### config.mk
export PLATFORM = sky130hd
export DESIGN_NAME = edge_irq_timer
export DESIGN_NICKNAME = d
export VERILOG_FILES = /design/src/rtl/tmr_pkg.sv /design/src/rtl/sync_edge.sv /design/src/rtl/tmr_regs.sv /design/src/rtl/tmr_count.sv /design/src/rtl/edge_irq_timer.sv
export SDC_FILE = /design/constraint.sdc
export NUM_CORES = 1
export LEC_CHECK = 0
export ABC_AREA = 1
export BUFFER_PORTS_ARGS = -buffer_cell sky130_fd_sc_hd__buf_2
export CAP_MARGIN = 20
export CORE_MARGIN = 2
export CORE_UTILIZATION = 60
export DETAILED_ROUTE_END_ITERATION = 10
export GPL_TIMING_DRIVEN = 0
export PLACE_DENSITY = 0.86
export SLEW_MARGIN = 20
export SYNTH_ARGS = -nofsm -noshare
export SYNTH_HDL_FRONTEND = slang
export SYNTH_SLANG_ARGS = --single-unit
### constraint.sdc
create_clock -name clk -period 1.8 [get_ports clk]
set_clock_uncertainty 0.1 [all_clocks]
set_input_delay 0.18 -clock clk [delete_from_list [all_inputs] [get_ports clk]]
set_output_delay 0.18 -clock clk [all_outputs]
set_load 0.05 [all_outputs]
### src/rtl/tmr_pkg.sv
package tmr_pkg;
  localparam int ADDR_W = 3;

  typedef enum logic [ADDR_W-1:0] {
    ADDR_PRELOAD = 3'd0,
    ADDR_LOAD    = 3'd1,
    ADDR_DISABLE = 3'd2,
    ADDR_ENABLE  = 3'd3,
    ADDR_SRCSEL  = 3'd4
  } tmr_addr_e;

  localparam int NUM_SRC = 2;
  localparam int SRC_A12 = 0;
  localparam int SRC_HS  = 1;
endpackage

### src/rtl/sync_edge.sv
module sync_edge #(
  parameter int STAGES = 2
) (
  input  logic clk,
  input  logic rst_n,
  input  logic din,
  output logic fall
);
  // sh[STAGES-1:0] synchronize, sh[STAGES] holds the previous synced value
  logic [STAGES:0] sh_q;
  logic [STAGES:0] sh_d;

  always_comb begin
    sh_d = {sh_q[STAGES-1:0], din};
  end

  always_ff @(posedge clk or negedge rst_n) begin
    if (!rst_n) sh_q <= '1;
    else        sh_q <= sh_d;
  end

  assign fall = sh_q[STAGES] & ~sh_q[STAGES-1];
endmodule

### src/rtl/tmr_regs.sv
module tmr_regs
  import tmr_pkg::*;
#(
  parameter int DATA_W = 8,
  parameter int CNT_W  = 8
) (
  input  logic              clk,
  input  logic              rst_n,
  input  logic              wr_en,
  input  logic [ADDR_W-1:0] wr_addr,
  input  logic [DATA_W-1:0] wr_data,
  output logic [CNT_W-1:0]  preload_q,
  output logic              src_sel_q,
  output logic              ld_stb,
  output logic              dis_stb,
  output logic              en_stb
);
  logic pre_we;
  logic sel_we;

  always_comb begin
    pre_we  = wr_en && (wr_addr == ADDR_PRELOAD);
    sel_we  = wr_en && (wr_addr == ADDR_SRCSEL);
    ld_stb  = wr_en && (wr_addr == ADDR_LOAD);
    dis_stb = wr_en && (wr_addr == ADDR_DISABLE);
    en_stb  = wr_en && (wr_addr == ADDR_ENABLE);
  end

  always_ff @(posedge clk or negedge rst_n) begin
    if (!rst_n)      preload_q <= '0;
    else if (pre_we) preload_q <= wr_data[CNT_W-1:0];
  end

  always_ff @(posedge clk or negedge rst_n) begin
    if (!rst_n)      src_sel_q <= 1'b0;
    else if (sel_we) src_sel_q <= wr_data[0];
  end
endmodule

### src/rtl/tmr_count.sv
module tmr_count #(
  parameter int CNT_W = 8
) (
  input  logic             clk,
  input  logic             rst_n,
  input  logic             ld_stb,
  input  logic             dis_stb,
  input  logic             en_stb,
  input  logic             tick,
  input  logic [CNT_W-1:0] preload,
  output logic [CNT_W-1:0] cnt_q,
  output logic             run_q,
  output logic             en_q,
  output logic             irq_q
);
  logic [CNT_W-1:0] cnt_d;
  logic             run_d;
  logic             en_d;
  logic             irq_d;
  logic             expire;

  always_comb begin
    cnt_d  = cnt_q;
    run_d  = run_q;
    en_d   = en_q;
    irq_d  = irq_q;
    expire = run_q && tick && (cnt_q == '0) && !ld_stb;

    if (ld_stb) begin
      cnt_d = preload;
      run_d = 1'b1;
    end else if (run_q && tick) begin
      cnt_d = (cnt_q == '0) ? preload : cnt_q - 1'b1;
    end

    if (en_stb)  en_d = 1'b1;
    if (dis_stb) en_d = 1'b0;

    if (expire && en_q) irq_d = 1'b1;
    if (dis_stb)        irq_d = 1'b0;
  end

  always_ff @(posedge clk or negedge rst_n) begin
    if (!rst_n) begin
      cnt_q <= '0;
      run_q <= 1'b0;
      en_q  <= 1'b0;
      irq_q <= 1'b0;
    end else begin
      cnt_q <= cnt_d;
      run_q <= run_d;
      en_q  <= en_d;
      irq_q <= irq_d;
    end
  end
endmodule

### src/rtl/edge_irq_timer.sv
module edge_irq_timer
  import tmr_pkg::*;
#(
  parameter int DATA_W      = 8,
  parameter int CNT_W       = 8,
  parameter int SYNC_STAGES = 2
) (
  input  logic              clk,
  input  logic              rst_n,
  input  logic              wr_en,
  input  logic [ADDR_W-1:0] wr_addr,
  input  logic [DATA_W-1:0] wr_data,
  input  logic              a12_in,
  input  logic              hsync_in,
  output logic              irq
);
  localparam int RST_STAGES = 2;

  logic [RST_STAGES-1:0] rst_pipe;
  logic                  rst_n_s;

  always_ff @(posedge clk or negedge rst_n) begin
    if (!rst_n) rst_pipe <= '0;
    else        rst_pipe <= {rst_pipe[RST_STAGES-2:0], 1'b1};
  end
  assign rst_n_s = rst_pipe[RST_STAGES-1];

  logic [NUM_SRC-1:0] src_raw;
  logic [NUM_SRC-1:0] src_fall;
  assign src_raw[SRC_A12] = a12_in;
  assign src_raw[SRC_HS]  = hsync_in;

  for (genvar g = 0; g < NUM_SRC; g++) begin : g_src
    sync_edge #(.STAGES(SYNC_STAGES)) u_sync (
      .clk  (clk),
      .rst_n(rst_n_s),
      .din  (src_raw[g]),
      .fall (src_fall[g])
    );
  end

  logic [CNT_W-1:0] preload;
  logic             src_sel;
  logic             ld_stb;
  logic             dis_stb;
  logic             en_stb;
  logic             tick;
  logic [CNT_W-1:0] cnt;
  logic             running;
  logic             irq_en;

  tmr_regs #(.DATA_W(DATA_W), .CNT_W(CNT_W)) u_regs (
    .clk      (clk),
    .rst_n    (rst_n_s),
    .wr_en    (wr_en),
    .wr_addr  (wr_addr),
    .wr_data  (wr_data),
    .preload_q(preload),
    .src_sel_q(src_sel),
    .ld_stb   (ld_stb),
    .dis_stb  (dis_stb),
    .en_stb   (en_stb)
  );

  assign tick = src_sel ? src_fall[SRC_HS] : src_fall[SRC_A12];

  tmr_count #(.CNT_W(CNT_W)) u_count (
    .clk    (clk),
    .rst_n  (rst_n_s),
    .ld_stb (ld_stb),
    .dis_stb(dis_stb),
    .en_stb (en_stb),
    .tick   (tick),
    .preload(preload),
    .cnt_q  (cnt),
    .run_q  (running),
    .en_q   (irq_en),
    .irq_q  (irq)
  );
endmodule

# After elaboration in Yosys (flattened, before gate mapping)
# Cells that the tools add are included.
[op_classes]
addsub = 1
eq_ne = 4
mux = 8
n_bitwise = 4
n_reduce_logical = 15
[op_table]
columns = ["op", "n"]
rows = [
  ["8-bit two-way mux", 3],
  ["1-bit logical AND", 9],
  ["8-bit zero test", 1],
  ["8-bit by 1-bit subtractor with 8-bit output (second input constant)", 1],
  ["3-bit by 2-bit equality test with 1-bit output (second input constant)", 2],
  ["2-bit nonzero test", 3],
  ["1-bit two-way mux", 5],
  ["3-bit by 1-bit equality test with 1-bit output (second input constant)", 1],
  ["3-bit equality test (second input constant)", 1],
  ["3-bit zero test", 1],
  ["1-bit AND", 2],
  ["1-bit NOT", 2],
  ["1-bit zero test", 1],
]
[totals]
reg_bits = 28
in_bits = 16
elab_cells = 41

# Logic depth before layout (Yosys ltp)
[logic_depth]
depth_word = 9
ltp_mapped = 9
depth_no_buf = 9

# Modules after synthesis
# From an unflattened synthesis, not the netlist that was laid out.
[unflattened]
hier_cells = 170
hier_area_um2 = 1375.1
[modules_own_cells]
columns = ["module", "instances", "cells_per_inst", "area_per_inst_um2"]
rows = [
  ["tmr_count", 1, 102, 724.4],
  ["tmr_regs", 1, 51, 404.1],
  ["sync_edge", 2, 5, 88.8],
  ["edge_irq_timer", 1, 7, 68.8],
]

# Least setup slack after synthesis
# Ideal clock, no wire load.
[synth_timing]
kind = "register to register"
startpoint = "reg u_count.cnt_q[0]"
endpoint = "reg u_count.cnt_q[2]"
setup_time_ps = 117
arrival_time_ps = 1190
slack_ps = 393
stages_incl_launch_ff = 8
n_path_buf = 0
period_less_slack_ps = 1407
cell_sequence = "dfrtp_1 -> inv_1 -> ha_1 -> nand3_4 -> o21ai_4 -> nand2_1 -> nand3_1 -> nand2_1"
[synth_via]
elab_chain_len = 4
word_cells_on_any_way = 5
cone_classes = "1 x add/sub; 3 x mux; 1 x reduce/logical"
[synth_rtl]
columns = ["element", "line_no", "rtl"]
rows = [
  ["start, declared", "tmr_count.sv:11", "output logic [CNT_W-1:0] cnt_q,"],
  ["start signal, assigned", "tmr_count.sv:50", "cnt_q <= cnt_d;"],
  ["8-bit by 1-bit subtractor with 8-bit output or 8-bit zero test (tied branches)", "tmr_count.sv:33", "cnt_d = (cnt_q == '0) ? preload : cnt_q - 1'b1;"],
  ["8-bit two-way mux *", "tmr_count.sv:33", ""],
  ["8-bit two-way mux *", "tmr_count.sv:32", "end else if (run_q && tick) begin"],
  ["8-bit two-way mux *", "tmr_count.sv:29", "if (ld_stb) begin"],
]
# Every way passes the cells marked *; elsewhere a longest branch is shown, timed or not. The select of a mux whose other input is x is not followed.
# A chain may end at the register's enable or synchronous reset.

# Worst setup path in the final report
[layout_timing]
startpoint = "reg u_count.cnt_q[0]"
endpoint = "reg u_count.cnt_q[4]"
# The elaborated chain is that of the path after synthesis.

==> flow_metrics.py <==
metrics = {
    "clocking": {
        "cts.sinks": 28,
        "postCtsSetupRepairBufs": 0,
        "clockRootBuffer": "clkbuf_4",
        "htree_levels": 1,
        "clock_path_buffers": 2,
        "cts.repair.resized": 0,
        "cts_tree": "built",
        "cts_made_buffers": 3,
        "worst_skew_pair.late_latency_ns": 0.33,
        "clk_pin_slew_ns": 0.14,
    },
    "global_routing": {
        "grt_max_degree": 27,
        "grt_usage_pct": 23.25,
        "overflow": 0,
        "antenna_found_initial": 0,
        "grt_pass1_vias": 1093,
        "grt_pass1_wl_mm": 4.526,
    },
    "place": {
        "dp.cells": 203,
        "place_area_um2": 1490,
        "hpwl_mm": 1.900,
        "gp_congestion": 0.8902,
        "portBuffers": 16,
    },
    "sta": {
        "fin_crit_sh_pct": 90.84,
        "tightestPinTransition_ns": 0.5443,
        "min_period_ns": 1.635,
        "hold_viol": 1,
        "rsz0062_at_grt": "no",
        "slew_headroom_pct": 63.72,
        "fin_hold_ws_ns": -0.00005629,
        "fmax_mhz": 611.6,
        "fin_tns_setup_ns": 0,
        "slew_violations": 0,
        "setup_viol": 0,
    },
    "finish": {
        "n_fill_cell": 169,
        "post-route-cell-area_um2": 1588,
        "fin_cells": 213,
        "syn2layout_area_growth_pct": 15.47,
        "multi_input_area_um2": 565.5,
        "drive_gt1_share_pct": 24.32,
        "layout.area.seq_um2": 709.4,
        "antenna-diode-count": 0,
        "final_nets": 204,
    },
    "run": {
        "cap_violations": 0,
    },
    "synth": {
        "syn_area_per_cell_um2": 8.648,
        "yosys_register_bits": 28,
        "synth_top_area_cell": "dfrtp_1",
        "synthCells": 159,
        "synth.area.top_cells": "dfrtp_1 (40%), dfstp_2 (11%), nand2_1 (11%)",
        "async_flop_share_pct": 100.0,
        "synth_edf_count": 0,
        "ys_warn_count": 0,
        "synth_most_common_cell": "nand2_1",
        "synthesis.area_um2": 1375,
        "synth_fp_nets": 177,
        "yosys.cell_types.count": 26,
        "yosysSeqAreaShare_pct": 51.50,
        "synth_top_area_share_pct": 40.04,
        "ys.flop_type": "dfrtp_1",
        "yosys-top-cells-count": "nand2_1 (39), dfrtp_1 (22), inv_1 (20)",
    },
    "power_and_ir_drop": {
        "p_leak_nw": 0.8037,
        "finalPower_mw": 2.006,
        "pwr_density_cell_nw_per_um2": 1263,
        "peakVddDrop_uv": 960.1,
    },
    "run_status": {
        "failed_checks": "hold timing",
        "status": "finished with violations",
    },
    "setup_path": {
        "cp.arrival_ns": 1.77,
        "reg2reg_slack_ns": 0.16,
        "crit_path_start_kind": "flop",
        "end_kind": "flop",
        "critical_path_class": "flop to flop",
        "critPathRequiredTime_ns": 1.93,
        "cp_max_fo": 8,
    },
    "min_path": {
        "hp-class": "input pin to flop",
    },
    "floorplanning": {
        "die_area_um2": 2691,
        "die_y_um": 51.87,
        "core_area_um2": 2191,
        "die_w_um": 51.87,
        "start_util_pct": 62.76,
        "rows": 17,
        "num_io_pins": 17,
    },
    "detailed_routing": {
        "remaining_drc_errors": 0,
        "ant_nets": 0,
        "avgRoutedWirePerCell_um": 12.03,
        "firstDrtPassIters": 4,
        "post_drt_via_cell_ratio": 5.094,
        "drt_iter0_drc": 20,
        "wirelength_mm": 2.563,
        "vias": 1085,
    },
}
report_power, final:
| group | switching, mW | total [mW] | leakage (nW) | internal [mW] |
|---|---|---|---|---|
| Combinational | 0.478 | 0.779 | 0.466 | 0.301 |
| Clock | 0.178 | 0.302 | 0.0210 | 0.124 |
| Sequential | 0.145 | 0.924 | 0.316 | 0.779 |
layout make-up:
type	instances	area share, %
Multi-Input combinational cell	107	35.62
Clock buffer	4	2.285
Buffer	2	1.182
Inverter	22	5.201
Timing Repair Buffer	22	8.826
Sequential cell	28	44.68
Tap cell	28	2.206
routing by layer:
layer	GRT usage (%)	share of wire, %	vias up
li1	-	-	543
met5	0	0	-
met2	41.77	54	27
met4	10.09	1.2	0
met1	26.68	41	511
met3	4.310	4.1	4
final timing paths:
check                            startpoint  cells past startpoint                 endpoint
setup reg to reg           u_count.cnt_q[0]                      7         u_count.cnt_q[4]
setup / recovery           u_count.cnt_q[0]                      7         u_count.cnt_q[4]
min in group asynchronous             rst_n                      2              rst_pipe[1]
max in group asynchronous       rst_pipe[1]                      0  g_src[1].u_sync.sh_q[0]
hold reg to reg                 rst_pipe[1]                      0         u_count.cnt_q[0]
hold / removal                   wr_data[4]                      3      u_regs.preload_q[4]
through the flow:
step                util, %  worst slack (ns)
global route          72.47           0.01141
detailed placement    68.02            0.1927
floorplan                 -            0.3931
finish                72.47            0.1648
CTS                   72.42            0.1657
global placement      68.02            0.2425
sequential cells by signal, indices dropped and copies added (netlist names):
name / flops
u_regs.src_sel_q: 1
u_count.run_q: 1
u_count.cnt_q: 8
u_count.en_q: 1
u_regs.preload_q: 8
u_count.irq_q: 1
g_src.u_sync.sh_q: 6
rst_pipe: 2
cell families (layout without fill, tap and decap cells):
kind of cell	Yosys count	in the layout	share of synthesized area [%]
AO/OA/AOI/OAI	19	19	8.008
XOR/XNOR	2	2	1.274
adder cells (fa/ha/maj)	2	2	1.820
buffers and inverters	24	50	7.371
flip-flops	28	28	51.50
other	1	1	0.2727
AND/OR/NAND/NOR	83	83	29.75
placed cells by master, fill, tap and decap left out, types with 2 or more instances in the layout:
| cell | count |
|---|---|
| nand3_1 | 14 |
| nor2_2 | 2 |
| buf_2 | 16 |
| nand2_1 | 39 |
| nor2_4 | 5 |
| a21oi_1 | 9 |
| inv_2 | 2 |
| nor2_1 | 16 |
| o21ai_0 | 4 |
| nand2_2 | 2 |
| ha_1 | 2 |
| inv_1 | 20 |
| clkbuf_4 | 3 |
| o21ai_1 | 4 |
| dlygate4sd3_1 | 6 |
| dfstp_2 | 6 |
| dfrtp_1 | 21 |
worst max-delay path, stage by stage (launching register included):
cell and delay, ns:
dfrtp_1 0.43, inv_1 0.12, ha_1 0.21, nand3_4 0.11, o21ai_4 0.29, nand2_1 0.11, nand3_1 0.10, nand2_1 0.05
repair_timing:
action	in CTS	in global routing
setup endpoints to repair	0	0
hold endpoints to repair	7	0
hold buffers	6	0
Power figures use the tool's default switching activity.
